===== src/rtl/spu_pkg.sv =====
package spu_pkg;
    typedef enum logic [1:0] {
        ST_IDLE     = 2'd0,
        ST_RPUSH_HI = 2'd1,
        ST_RPOP_LO  = 2'd2
    } spu_state_t;

    typedef enum logic [1:0] {
        STEP_HOLD = 2'd0,
        STEP_DEC  = 2'd1,
        STEP_INC  = 2'd2
    } spu_step_t;
endpackage


===== src/rtl/spu_pointer.sv =====
module spu_pointer
    import spu_pkg::*;
#(
    parameter int BYTE_W = 8,
    localparam int PW    = 2 * BYTE_W
) (
    input  logic              clk,
    input  logic              rst_n,
    input  logic              wr_lo,
    input  logic              wr_hi,
    input  logic [BYTE_W-1:0] wdata,
    input  spu_step_t         step,
    output logic [PW-1:0]     sp
);
    // software load wins over any step in the same cycle
    always_ff @(posedge clk or negedge rst_n) begin
        if (!rst_n) begin
            sp <= '0;
        end else if (wr_lo || wr_hi) begin
            if (wr_lo) sp[BYTE_W-1:0]  <= wdata;
            if (wr_hi) sp[PW-1:BYTE_W] <= wdata;
        end else begin
            unique case (step)
                STEP_DEC:  sp <= sp - PW'(1);
                STEP_INC:  sp <= sp + PW'(1);
                default:   sp <= sp;
            endcase
        end
    end
endmodule


===== src/rtl/spu_ctrl.sv =====
module spu_ctrl
    import spu_pkg::*;
#(
    parameter int BYTE_W   = 8,
    parameter int RET_BITS = 15,
    localparam int PW      = 2 * BYTE_W
) (
    input  logic              clk,
    input  logic              rst_n,
    input  logic              op_push_byte,
    input  logic              op_pop_byte,
    input  logic              op_push_ret,
    input  logic              op_pop_ret,
    input  logic [BYTE_W-1:0] push_data,
    input  logic [PW-1:0]     ret_in,
    input  logic [PW-1:0]     sp,
    input  logic [BYTE_W-1:0] mem_rdata,
    output logic [PW-1:0]     mem_addr,
    output logic              mem_we,
    output logic              mem_re,
    output logic [BYTE_W-1:0] mem_wdata,
    output spu_step_t         step,
    output logic [BYTE_W-1:0] pop_data,
    output logic              pop_valid,
    output logic [PW-1:0]     ret_out,
    output logic              ret_valid,
    output logic              busy
);
    localparam logic [PW-1:0] RET_MASK = PW'((64'd1 << RET_BITS) - 64'd1);

    spu_state_t        state, state_nxt;
    logic [BYTE_W-1:0] hi_hold;
    logic              cap_byte, cap_hi, fin_ret, load_hi;

    always_comb begin
        state_nxt = state;
        mem_we    = 1'b0;
        mem_re    = 1'b0;
        mem_addr  = sp;
        mem_wdata = '0;
        step      = STEP_HOLD;
        cap_byte  = 1'b0;
        cap_hi    = 1'b0;
        fin_ret   = 1'b0;
        load_hi   = 1'b0;
        unique case (state)
            ST_IDLE: begin
                if (op_push_ret) begin
                    mem_we    = 1'b1;
                    mem_wdata = ret_in[BYTE_W-1:0];
                    step      = STEP_DEC;
                    load_hi   = 1'b1;
                    state_nxt = ST_RPUSH_HI;
                end else if (op_pop_ret) begin
                    mem_re    = 1'b1;
                    mem_addr  = sp + PW'(1);
                    step      = STEP_INC;
                    cap_hi    = 1'b1;
                    state_nxt = ST_RPOP_LO;
                end else if (op_push_byte) begin
                    mem_we    = 1'b1;
                    mem_wdata = push_data;
                    step      = STEP_DEC;
                end else if (op_pop_byte) begin
                    mem_re    = 1'b1;
                    mem_addr  = sp + PW'(1);
                    step      = STEP_INC;
                    cap_byte  = 1'b1;
                end
            end
            ST_RPUSH_HI: begin
                mem_we    = 1'b1;
                mem_wdata = hi_hold;
                step      = STEP_DEC;
                state_nxt = ST_IDLE;
            end
            ST_RPOP_LO: begin
                mem_re    = 1'b1;
                mem_addr  = sp + PW'(1);
                step      = STEP_INC;
                fin_ret   = 1'b1;
                state_nxt = ST_IDLE;
            end
            default: state_nxt = ST_IDLE;
        endcase
    end

    always_ff @(posedge clk or negedge rst_n) begin
        if (!rst_n) state <= ST_IDLE;
        else        state <= state_nxt;
    end

    always_ff @(posedge clk or negedge rst_n) begin
        if (!rst_n) begin
            hi_hold   <= '0;
            pop_data  <= '0;
            pop_valid <= 1'b0;
            ret_out   <= '0;
            ret_valid <= 1'b0;
        end else begin
            if (load_hi)  hi_hold  <= ret_in[PW-1:BYTE_W];
            if (cap_hi)   hi_hold  <= mem_rdata;
            if (cap_byte) pop_data <= mem_rdata;
            if (fin_ret)  ret_out  <= {hi_hold, mem_rdata} & RET_MASK;
            pop_valid <= cap_byte;
            ret_valid <= fin_ret;
        end
    end

    assign busy = (state != ST_IDLE);

    // each return operation holds the unit for exactly one extra cycle
    a_r8_busy_one_cycle: assert property (@(posedge clk) disable iff (!rst_n)
        busy |=> !busy);
    // a return result only follows the low-byte read cycle
    a_r6_ret_after_low_read: assert property (@(posedge clk) disable iff (!rst_n)
        ret_valid |-> ($past(state) == ST_RPOP_LO));
    // a popped byte only follows a read
    a_r4_pop_after_read: assert property (@(posedge clk) disable iff (!rst_n)
        pop_valid |-> $past(mem_re));
    // never a read and a write to SRAM in the same cycle
    a_r5_access_exclusive: assert property (@(posedge clk) disable iff (!rst_n)
        !(mem_we && mem_re));
endmodule


===== src/rtl/spu_top.sv =====
module spu_top
    import spu_pkg::*;
#(
    parameter int              BYTE_W   = 8,
    parameter int              IO_AW    = 6,
    parameter logic [IO_AW-1:0] IO_LO   = 6'h3D,
    parameter logic [IO_AW-1:0] IO_HI   = 6'h3E,
    parameter int              RET_BITS = 15,
    localparam int             PW       = 2 * BYTE_W
) (
    input  logic              clk,
    input  logic              rst_n,
    input  logic              io_wr_en,
    input  logic [IO_AW-1:0]  io_addr,
    input  logic [BYTE_W-1:0] io_wdata,
    output logic [BYTE_W-1:0] io_rdata,
    input  logic              op_push_byte,
    input  logic              op_pop_byte,
    input  logic              op_push_ret,
    input  logic              op_pop_ret,
    input  logic [BYTE_W-1:0] push_data,
    input  logic [PW-1:0]     ret_in,
    output logic [PW-1:0]     mem_addr,
    output logic              mem_we,
    output logic              mem_re,
    output logic [BYTE_W-1:0] mem_wdata,
    input  logic [BYTE_W-1:0] mem_rdata,
    output logic [BYTE_W-1:0] pop_data,
    output logic              pop_valid,
    output logic [PW-1:0]     ret_out,
    output logic              ret_valid,
    output logic              busy
);
    logic [PW-1:0] sp;
    spu_step_t     step;
    logic          wr_lo, wr_hi;

    assign wr_lo = io_wr_en && (io_addr == IO_LO);
    assign wr_hi = io_wr_en && (io_addr == IO_HI);

    always_comb begin
        if (io_addr == IO_LO)      io_rdata = sp[BYTE_W-1:0];
        else if (io_addr == IO_HI) io_rdata = sp[PW-1:BYTE_W];
        else                       io_rdata = '0;
    end

    spu_pointer #(.BYTE_W(BYTE_W)) u_ptr (
        .clk   (clk),
        .rst_n (rst_n),
        .wr_lo (wr_lo),
        .wr_hi (wr_hi),
        .wdata (io_wdata),
        .step  (step),
        .sp    (sp)
    );

    spu_ctrl #(.BYTE_W(BYTE_W), .RET_BITS(RET_BITS)) u_ctrl (
        .clk          (clk),
        .rst_n        (rst_n),
        .op_push_byte (op_push_byte),
        .op_pop_byte  (op_pop_byte),
        .op_push_ret  (op_push_ret),
        .op_pop_ret   (op_pop_ret),
        .push_data    (push_data),
        .ret_in       (ret_in),
        .sp           (sp),
        .mem_rdata    (mem_rdata),
        .mem_addr     (mem_addr),
        .mem_we       (mem_we),
        .mem_re       (mem_re),
        .mem_wdata    (mem_wdata),
        .step         (step),
        .pop_data     (pop_data),
        .pop_valid    (pop_valid),
        .ret_out      (ret_out),
        .ret_valid    (ret_valid),
        .busy         (busy)
    );

    // a write access without a software load lowers the pointer by one
    a_r3_write_steps_down: assert property (@(posedge clk) disable iff (!rst_n)
        (mem_we && !io_wr_en) |=> (sp == $past(sp) - PW'(1)));
    // a read access without a software load raises the pointer by one
    a_r4_read_steps_up: assert property (@(posedge clk) disable iff (!rst_n)
        (mem_re && !io_wr_en) |=> (sp == $past(sp) + PW'(1)));
    // a software load of the low byte lands regardless of stack activity
    a_r7_sw_load_wins: assert property (@(posedge clk) disable iff (!rst_n)
        wr_lo |=> (sp[BYTE_W-1:0] == $past(io_wdata)));
endmodule


===== config.mk =====
export PLATFORM = sky130hd
export DESIGN_NAME = spu_top
export DESIGN_NICKNAME = d
export VERILOG_FILES = /design/src/rtl/spu_pkg.sv /design/src/rtl/spu_pointer.sv /design/src/rtl/spu_ctrl.sv /design/src/rtl/spu_top.sv
export SDC_FILE = /design/constraint.sdc
export NUM_CORES = 1
export LEC_CHECK = 0
export BUFFER_PORTS_ARGS = -buffer_cell sky130_fd_sc_hd__buf_2
export CAP_MARGIN = 0
export CORE_MARGIN = 2
export CORE_UTILIZATION = 50
export CTS_CLUSTER_DIAMETER = 150
export CTS_CLUSTER_SIZE = 25
export DETAILED_ROUTE_END_ITERATION = 6
export PLACE_DENSITY = 0.8
export SYNTH_ARGS = -nofsm -noshare
export SYNTH_HDL_FRONTEND = slang
export SYNTH_SLANG_ARGS = --single-unit

===== constraint.sdc =====
create_clock -name clk -period 3.6 [get_ports clk]
set_clock_uncertainty 0.2 [all_clocks]
set_input_delay 0.36 -clock clk [delete_from_list [all_inputs] [get_ports clk]]
set_output_delay 0.36 -clock clk [all_outputs]
set_load 0.02 [all_outputs]

==> results of run 1 <==
through the flow:
step                instances  area, um2  power (mW)  worst slack (ps)   util
floorplan                 387       3360        1.70               971      -
global placement          554       3930        2.02               507  0.611
detailed placement        554       3930        2.05               357  0.611
CTS                       563       4030        2.39               627  0.627
global route              563       4030        2.54               306  0.627
finish                    563       4030        2.41               567  0.627
worst max-delay path, cell delays in order, from the launching register on:
cell	delay [ps]
dfrtp_1	450
inv_1	100
a21o_1	240
clkinv_1	160
ha_1	540
nand4_2	260
or2_2	370
o22ai_1	220
o21ai_0	110
a22o_1	270
power groups by stage:
stage | logic, mW | registers, mW | clock network, mW
after floorplan | 0.750 | 0.948 | 0
after global placement | 1.02 | 1.01 | 0
after detailed placement | 1.04 | 1.01 | 0
after CTS | 1.04 | 1.00 | 0.348
after global routing | 1.13 | 1.04 | 0.365
final | 1.05 | 1.02 | 0.340
Yosys cell counts (4+ instances only):
master,number
o21a_1,4
dfrtp_1,51
nor3b_1,4
nand4_1,9
a211oi_1,8
nand3_1,12
xor2_1,10
o21ai_0,14
nand2_1,58
buf_2,15
a22o_1,19
clkbuf_1,9
nor2_1,26
buf_4,4
o22ai_1,10
inv_1,20
nor3_1,10
a222oi_1,6
a22oi_1,8
a31oi_1,6
xnor2_1,7
a21oi_1,9
mux2_2,15
layout make-up:
cell class / count / area [um2] / area share
clock buffer: 5 / 68.8 / 0.0171
clock inverter: 3 / 22.5 / 0.00559
inverter: 22 / 83.8 / 0.0208
multi-input combinational: 286 / 1860 / 0.463
sequential: 51 / 1280 / 0.317
tap: 77 / 96.3 / 0.0239
timing repair buffer: 119 / 616 / 0.153
routing by layer:
metal	vias to the layer above	wire (um)
met4	0	157
met2	163	4490
li1	1602	-
met5	-	0
met3	23	731
met1	1631	4100
registers in the layout, indices dropped and copies added, names as in the netlist:
| name | flops |
|---|---|
| u_ctrl.state | 2 |
| u_ctrl.pop_data | 8 |
| u_ptr.sp | 16 |
| u_ctrl.hi_hold | 8 |
| u_ctrl.ret_valid | 1 |
| u_ctrl.pop_valid | 1 |
| u_ctrl.ret_out | 15 |
worst max path at each step:
stage | endpoint | cells past startpoint
after detailed placement | u_ptr.sp[12] | 11
after CTS | u_ptr.sp[12] | 9
final | u_ptr.sp[12] | 9
after global placement | u_ptr.sp[12] | 11
after floorplan | u_ptr.sp[13] | 10
after global routing | u_ptr.sp[12] | 9
cell usage in the layout, fill, tap and decap left out, types with 4 or more instances in the layout:
master,Yosys,routed
buf_4,4,6
a31oi_1,6,6
clkbuf_8,0,5
xor2_1,10,10
o21a_1,4,4
nor2_1,26,26
dfrtp_1,51,51
mux2_2,15,15
nand3_1,12,12
a211oi_1,8,8
buf_2,15,112
a21oi_1,9,9
a222oi_1,6,6
nor3_1,10,10
a22o_1,19,19
nand4_1,9,9
o21ai_0,14,14
nand2_1,58,58
nor3b_1,4,4
inv_1,20,20
o22ai_1,10,10
a22oi_1,8,8
xnor2_1,7,7
logic make-up (layout without fill, tap and decap cells):
family	Yosys count	in the layout	share of synthesized area
fa+ha+maj	3	3	0.0112
mux	17	17	0.0562
compound gates	98	98	0.211
simple gates	150	150	0.230
other cells	1	1	0.00112
flops	51	51	0.380
buf+inv	50	149	0.0662
xor+xnor	17	17	0.0443
==> results.py, run 1 <==
metrics = {
    "synth": {
        "synth_seq_cells": 51,
        "syn_area_mm2": 0.00336,
        "yosysWarnings": 0,
        "synth_enable_flop_cells": 0,
        "yosys.area.top_type": "dfrtp_1",
        "ys_async_sr_fraction": 1.00,
        "yosys.area.top_type_share": 0.380,
        "yosysUniqueCellTypes": 55,
        "syn-num-nets": 443,
        "synthCells": 387,
        "ys.flop_type": "dfrtp_1",
        "yosysSeqAreaShare": 0.380,
        "syn_avg_cell_area_um2": 8.69,
        "synth.area.top_cells": "dfrtp_1 (38%), nand2_1 (6.5%), mux2_2 (5.0%)",
    },
    "detailed_routing": {
        "vias": 3419,
        "firstDrtPassIters": 5,
        "drt-vias-per-instance": 6.07,
        "drtAntennaViolNets": 0,
        "drc": 0,
        "routed_wirelength_um": 9490,
        "wire_per_inst_um": 16.9,
        "drt_iter0_drc": 418,
    },
    "power": {
        "p_per_area_mw_per_mm2": 597,
        "p_seq_frac": 0.423,
        "p_sw_frac": 0.463,
        "leakage_nw": 1.95,
        "cellInternalPower_mw": 1.29,
        "clkPwrFrac": 0.142,
        "p_sw_mw": 1.11,
        "irDropWorstVdd_mv": 0.334,
        "power_frac_comb": 0.436,
    },
    "timing": {
        "hold_violations": 0,
        "period_share": 0.842,
        "setup_viol": 0,
        "max_freq_mhz": 330,
        "rsz0062_at_grt": "no",
        "fin_hold_ws_ps": 85.9,
        "worst_slew_pin_slew_ps": 924,
        "slew_headroom": 0.380,
        "period_needed_ps": 3030,
        "fin_setup_tns_ps": 0,
        "drv_slew": 0,
    },
    "grt": {
        "grt-busiest-layer": "met2",
        "grt_max_degree": 28,
        "use_met3": 0.0443,
        "grt_util_met1": 0.364,
        "gr-total-overflow": 0,
        "gr-usage-all-layers": 0.257,
        "first_global_vias": 3090,
        "grt_util_met2": 0.405,
        "grt_pass1_wl_um": 15200,
        "antenna_found_initial": 0,
    },
    "cts": {
        "ctsResizeCount": 0,
        "cts.clk_slew.worst_paths_ps": 100,
        "cts_buffers": 5,
        "postCtsHoldBufs": 1,
        "clock-sinks": 51,
        "cts_tree": "built",
        "cts_setup_buffers": 0,
        "root_buffer": "clkbuf_8",
        "clock_latency_ps": 300,
        "clock_path_buffers": 2,
        "htreeDepth": 2,
    },
    "placed_design": {
        "post-dp-hpwl_um": 7250,
        "port_buffers": 112,
        "gp_congestion": 1.01,
    },
    "final_layout": {
        "nNetsFinal": 541,
        "num_antenna_cells": 0,
        "area_growth_pct": 19.8,
        "drive_gt1_frac": 0.313,
        "nFillCells": 576,
    },
    "worst_hold_path": {
        "hp-start": "ret_in[10]",
        "whs_endpoint": "u_ctrl.hi_hold[2]",
        "worstHoldPathType": "in -> reg",
        "hold_path_depth": 3,
    },
    "critical_path": {
        "critPathCaptureType": "flop",
        "crit_path_max_fanout": 16,
        "cp-start-kind": "flop",
        "arrival_ps": 3030,
        "r2r_slack_ps": 570,
        "cp-startpoint": "u_ctrl.state[1]",
        "worstReg2RegEnd": "u_ptr.sp[12]",
        "critPathKind": "reg -> reg",
        "timing.rr.start": "u_ctrl.state[1]",
        "required_ps": 3600,
        "reg2regPathDepth": 9,
    },
    "die": {
        "die_h_um": 86,
        "io_pins": 114,
        "die_w_um": 86,
        "dieArea_mm2": 0.00740,
        "core_area_mm2": 0.00642,
        "initial_core_util": 0.523,
        "rows": 29,
    },
    "outcome": {
        "status": "completed",
    },
    "flow_run": {
        "cap_violations": 0,
    },
}
No activity file was read; power rests on OpenSTA's default activity.
==> run 2, diff against run 1 <==
- CORE_UTILIZATION: 50 -> 46
- PLACE_DENSITY: 0.8 -> 0.77
- clock period: 3.6 -> 2.55 ns (I/O delays scaled with it)
==> results.py, run 2 (synthesized netlist as in run 1, its figures left out) <==
metrics = {
    "outcome": {
        "status": "completed",
    },
    "critical_path": {
        "cp_slowest_cell": "dfrtp_1",
        "cp_slowest_stage_delay_ps": 410,
        "crit_path_max_fanout": 8,
        "crit_path_frequent_cell": "buf_4",
        "required_ps": 2560,
        "critPathKind": "reg -> reg",
        "timing.rr.start": "u_ctrl.state[1]",
        "arrival_ps": 2500,
        "crit_chain": "inv_1 -> a21o_1 -> clkinv_1 -> ha_4 -> buf_4 -> nor4_4 -> buf_4 -> nand4_1 -> o31ai_1 -> o21ai_0 -> a22o_1",
        "cp-startpoint": "u_ctrl.state[1]",
        "cp-start-kind": "flop",
        "critPathCaptureType": "flop",
    },
    "placed_design": {
        "post-dp-hpwl_um": 7720,
        "gp_congestion": 0.917,
        "place_inst": 600,
        "port_buffers": 112,
        "place_ws_ps": -109,
    },
    "detailed_routing": {
        "wire_per_inst_um": 16.9,
        "drtAntennaViolNets": 0,
        "drc": 0,
        "vias": 3649,
        "drt_iter0_drc": 347,
        "firstDrtPassIters": 5,
        "drt-vias-per-instance": 5.82,
        "routed_wirelength_um": 10600,
    },
    "final_layout": {
        "largest_reg_flops": 16,
        "nNetsFinal": 583,
        "num_antenna_cells": 0,
        "nFillCells": 612,
        "finalNonFillerCells": 627,
        "drive_gt1_frac": 0.364,
        "largestRegisters": "u_ptr.sp: 16 flops, u_ctrl.ret_out: 15 flops",
        "mostFrequentLayoutCell": "buf_2",
        "regMostFlops": "u_ptr.sp",
        "layout_common_cells": "buf_2 (111), nand2_1 (58), dfrtp_1 (46), buf_4 (32), nor2_1 (25)",
        "area_growth_pct": 34.0,
    },
    "flow_run": {
        "cap_violations": 0,
    },
    "cts": {
        "cts_tree": "built",
        "htreeDepth": 2,
        "clock_latency_ps": 320,
        "cts_buffers": 5,
        "clock-sinks": 51,
        "clock_path_buffers": 2,
        "cts.clk_slew.worst_paths_ps": 110,
        "root_buffer": "clkbuf_8",
    },
    "worst_hold_path": {
        "worstHoldPathType": "in -> reg",
        "hp-start": "io_wdata[0]",
    },
    "timing": {
        "setup_viol": 0,
        "fin_hold_ws_ps": 15.2,
        "slew_headroom": 0.599,
        "worst_slew_pin_slew_ps": 596,
        "drv_slew": 0,
        "hold_violations": 0,
        "period_needed_ps": 2490,
        "period_share": 0.976,
        "max_freq_mhz": 402,
        "fin_ws_ps": 61.4,
    },
    "grt": {
        "first_global_vias": 3260,
        "grt_max_degree": 52,
        "grt_pass1_wl_um": 16200,
        "antenna_found_initial": 0,
        "gr-total-overflow": 0,
        "gr-usage-all-layers": 0.262,
    },
    "die": {
        "initial_core_util": 0.469,
        "rows": 31,
        "core_area_mm2": 0.00718,
        "die_w_um": 89.5,
        "io_pins": 114,
        "dieArea_mm2": 0.00801,
        "die_h_um": 89.5,
    },
    "power": {
        "power_mw": 3.66,
        "leakage_nw": 2.15,
        "irDropWorstVdd_mv": 0.368,
        "p_per_area_mw_per_mm2": 811,
    },
}
-- run 2: cell count changes in the layout (fill, tap and decap cells not counted), sizes merged --
cell         previous run  this run
buf                   118       145
clkinv                  3         2
clkinvlp                0         1
dlygate4sd3             1        16
-- run 2: timing repair --
| item | CTS | global route |
|---|---|---|
| hold buffers | 16 | 0 |
| endpoints found under the hold margin | 68 | 0 |
| setup buffers | 0 | 3 |
| pin swaps | 2 | 2 |
| resized for setup | 7 | 9 |
| endpoints found under the setup margin | 4 | 21 |
-- run 2: area by class of cell --
class / instances / area [um2] / area share
multi-input combinational: 286 / 1920 / 0.427
sequential: 51 / 1280 / 0.285
timing repair buffer: 161 / 996 / 0.221
tap: 99 / 124 / 0.0275
inverter: 22 / 83.8 / 0.0186
clock buffer: 5 / 68.8 / 0.0153
clock inverter: 3 / 27.5 / 0.00611
-- run 2: where the power goes --
part / switching, mW / internal [mW]
clock: 0.308 / 0.204
combinational: 1.03 / 0.738
sequential: 0.333 / 1.04
total: 1.67 / 1.99
-- run 2: worst paths after layout --
check | endpoint | slack, ps | cells past startpoint
min reg2reg | u_ctrl.pop_data[6] | 280 | 2
max reg2reg | u_ptr.sp[13] | 60 | 11
max | u_ptr.sp[13] | 60 | 11
min in group asynchronous | u_ctrl.ret_out[1] | 270 | 3
max in group asynchronous | u_ptr.sp[9] | 1640 | 3
min | u_ptr.sp[8] | 20 | 3
-- run 2: worst max-delay path: cells and delay by family, from the launching register on --
kind	cells	cell delay, ps
AND/OR/NAND/NOR	2	390
buffers and inverters	4	530
flip-flops	1	410
AO/OA/AOI/OAI	4	630
adder cells (fa/ha/maj)	1	210
-- run 2: per-stage QoR --
stage,utilization,area (um2),TNS (ps)
floorplan,-,3370,0
global placement,0.580,4160,-21.0
detailed placement,0.580,4160,-158
CTS,0.620,4450,0
global route,0.628,4510,-116
finish,0.628,4510,0
-- run 2: metal layers --
layer	track usage	wire (um)
met2	0.422	5040
met3	0.0379	678
met5	0	0
met1	0.362	4600
met4	0.0855	293
==> run 3, diff against run 2 <==
- ABC_CLOCK_PERIOD_IN_PS: unset -> 2500
- CORE_UTILIZATION: 46 -> 50
- PLACE_DENSITY: 0.77 -> 0.8
- TNS_END_PERCENT: unset -> 20
- clock period: 2.55 -> 2.5 ns (I/O delays scaled with it)
==> results.py, run 3 (synthesized netlist as in run 1, its figures left out) <==
metrics = {
    "outcome": {
        "status": "completed",
    },
    "timing": {
        "max_freq_mhz": 403,
        "worst_slew_pin_slew_ps": 931,
        "period_needed_ps": 2480,
        "hold_violations": 0,
        "period_share": 0.993,
        "fin_ws_ps": 17.1,
        "drv_slew": 0,
        "fin_setup_tns_ps": 0,
        "setup_viol": 0,
        "rsz0062_at_grt": "yes",
        "slew_headroom": 0.379,
    },
    "cts": {
        "cts_buffers": 5,
        "cts_tree": "built",
        "root_buffer": "clkbuf_8",
        "clock_latency_ps": 310,
        "htreeDepth": 2,
        "clock_path_buffers": 2,
        "clock-sinks": 51,
        "cts.clk_slew.worst_paths_ps": 90,
    },
    "grt": {
        "grt_util_met2": 0.490,
        "grt_util_met1": 0.397,
        "antenna_found_initial": 0,
        "grt_pass1_wl_um": 17200,
        "use_met3": 0.0462,
        "grt_max_degree": 41,
        "grt-busiest-layer": "met2",
        "gr-usage-all-layers": 0.296,
        "first_global_vias": 3448,
        "gr-total-overflow": 0,
    },
    "detailed_routing": {
        "drt_iter0_drc": 351,
        "firstDrtPassIters": 5,
        "drtAntennaViolNets": 0,
        "drc": 0,
        "routed_wirelength_um": 10600,
        "drt-vias-per-instance": 5.98,
        "wire_per_inst_um": 17.4,
        "vias": 3652,
    },
    "die": {
        "initial_core_util": 0.523,
        "die_w_um": 86,
        "io_pins": 114,
        "die_h_um": 86,
        "core_area_mm2": 0.00642,
        "rows": 29,
        "dieArea_mm2": 0.00740,
    },
    "final_layout": {
        "num_antenna_cells": 0,
        "layout_common_cells": "buf_2 (109), nand2_1 (58), dfrtp_1 (47), buf_4 (40), nor2_1 (26)",
        "layout.area.seq_mm2": 0.00128,
        "area_growth_pct": 34.9,
        "nNetsFinal": 589,
        "largestRegisters": "u_ptr.sp: 16 flops, u_ctrl.ret_out: 15 flops",
        "regMostFlops": "u_ptr.sp",
        "multi_input_area_mm2": 0.00194,
        "mostFrequentLayoutCell": "buf_2",
        "final_core_util": 0.706,
        "fin_area_mm2": 0.00454,
        "drive_gt1_frac": 0.376,
        "largest_reg_flops": 16,
        "nFillCells": 505,
    },
    "critical_path": {
        "timing.rr.start": "u_ctrl.state[1]",
        "cp-start-kind": "flop",
        "required_ps": 2050,
        "crit_path_max_fanout": 6,
        "arrival_ps": 2030,
        "cp-startpoint": "u_ptr.sp[0]",
        "critPathKind": "reg -> out",
        "critPathCaptureType": "output pin",
    },
    "worst_hold_path": {
        "worstHoldPathType": "in -> reg",
        "hp-start": "mem_rdata[3]",
    },
    "placed_design": {
        "place_ws_ps": -137,
        "post-dp-hpwl_um": 7650,
        "port_buffers": 112,
        "gp_congestion": 0.925,
        "dpl_cell_area_mm2": 0.00416,
    },
    "flow_run": {
        "cap_violations": 0,
    },
    "power": {
        "irDropWorstVdd_mv": 0.477,
        "power_mw": 3.75,
        "p_per_area_mw_per_mm2": 826,
        "leakage_nw": 2.18,
    },
}
run 3: where the power goes:
group / switching (mW) / internal, mW
combinational: 1.07 / 0.808
clock: 0.287 / 0.202
sequential: 0.314 / 1.06
total: 1.67 / 2.07
run 3: metrics by stage:
stage	instances	hold WS, ps
6_report	611	15.7
5_1_grt	611	24.5
3_5_place_dp	582	226
3_3_place_gp	582	222
2_1_floorplan	387	-246
4_1_cts	609	0.621
run 3: area by class of cell:
class	instances	area share
Sequential cell	51	0.282
Clock inverter	2	0.00386
Timing Repair Buffer	167	0.231
Multi-Input combinational cell	286	0.427
Inverter	22	0.0185
Clock buffer	6	0.0160
Tap cell	77	0.0212
run 3: layer usage:
metal  part of all wire  vias up
met5                  0        -
met4              0.023        0
met3              0.082       20
met2               0.49      181
met1               0.40     1757
li1                   -     1694
run 3: final timing paths:
kind,end,slack (ps),depth (start not counted)
min in group asynchronous,u_ctrl.pop_valid,420,2
setup / recovery,mem_addr[14],20,6
hold / removal,u_ctrl.pop_data[3],20,3
hold reg to reg,u_ctrl.pop_data[1],280,2
max in group asynchronous,u_ctrl.pop_data[6],1020,3
setup reg to reg,u_ptr.sp[12],120,9
run 3: what timing repair did:
item                                    in CTS  in global routing
hold buffers                                16                  0
setup buffers                                3                  2
endpoints found under the setup margin       5                 21
pin swaps                                    5                  4
endpoints found under the hold margin       52                  0
resized for setup                            7                 16
run 3: critical path, cell delays in order, from the launching register on:
cell	delay [ps]
dfrtp_1	420
ha_4	180
inv_2	40
a2111o_1	490
nor3_2	250
xor2_1	170
buf_4	160
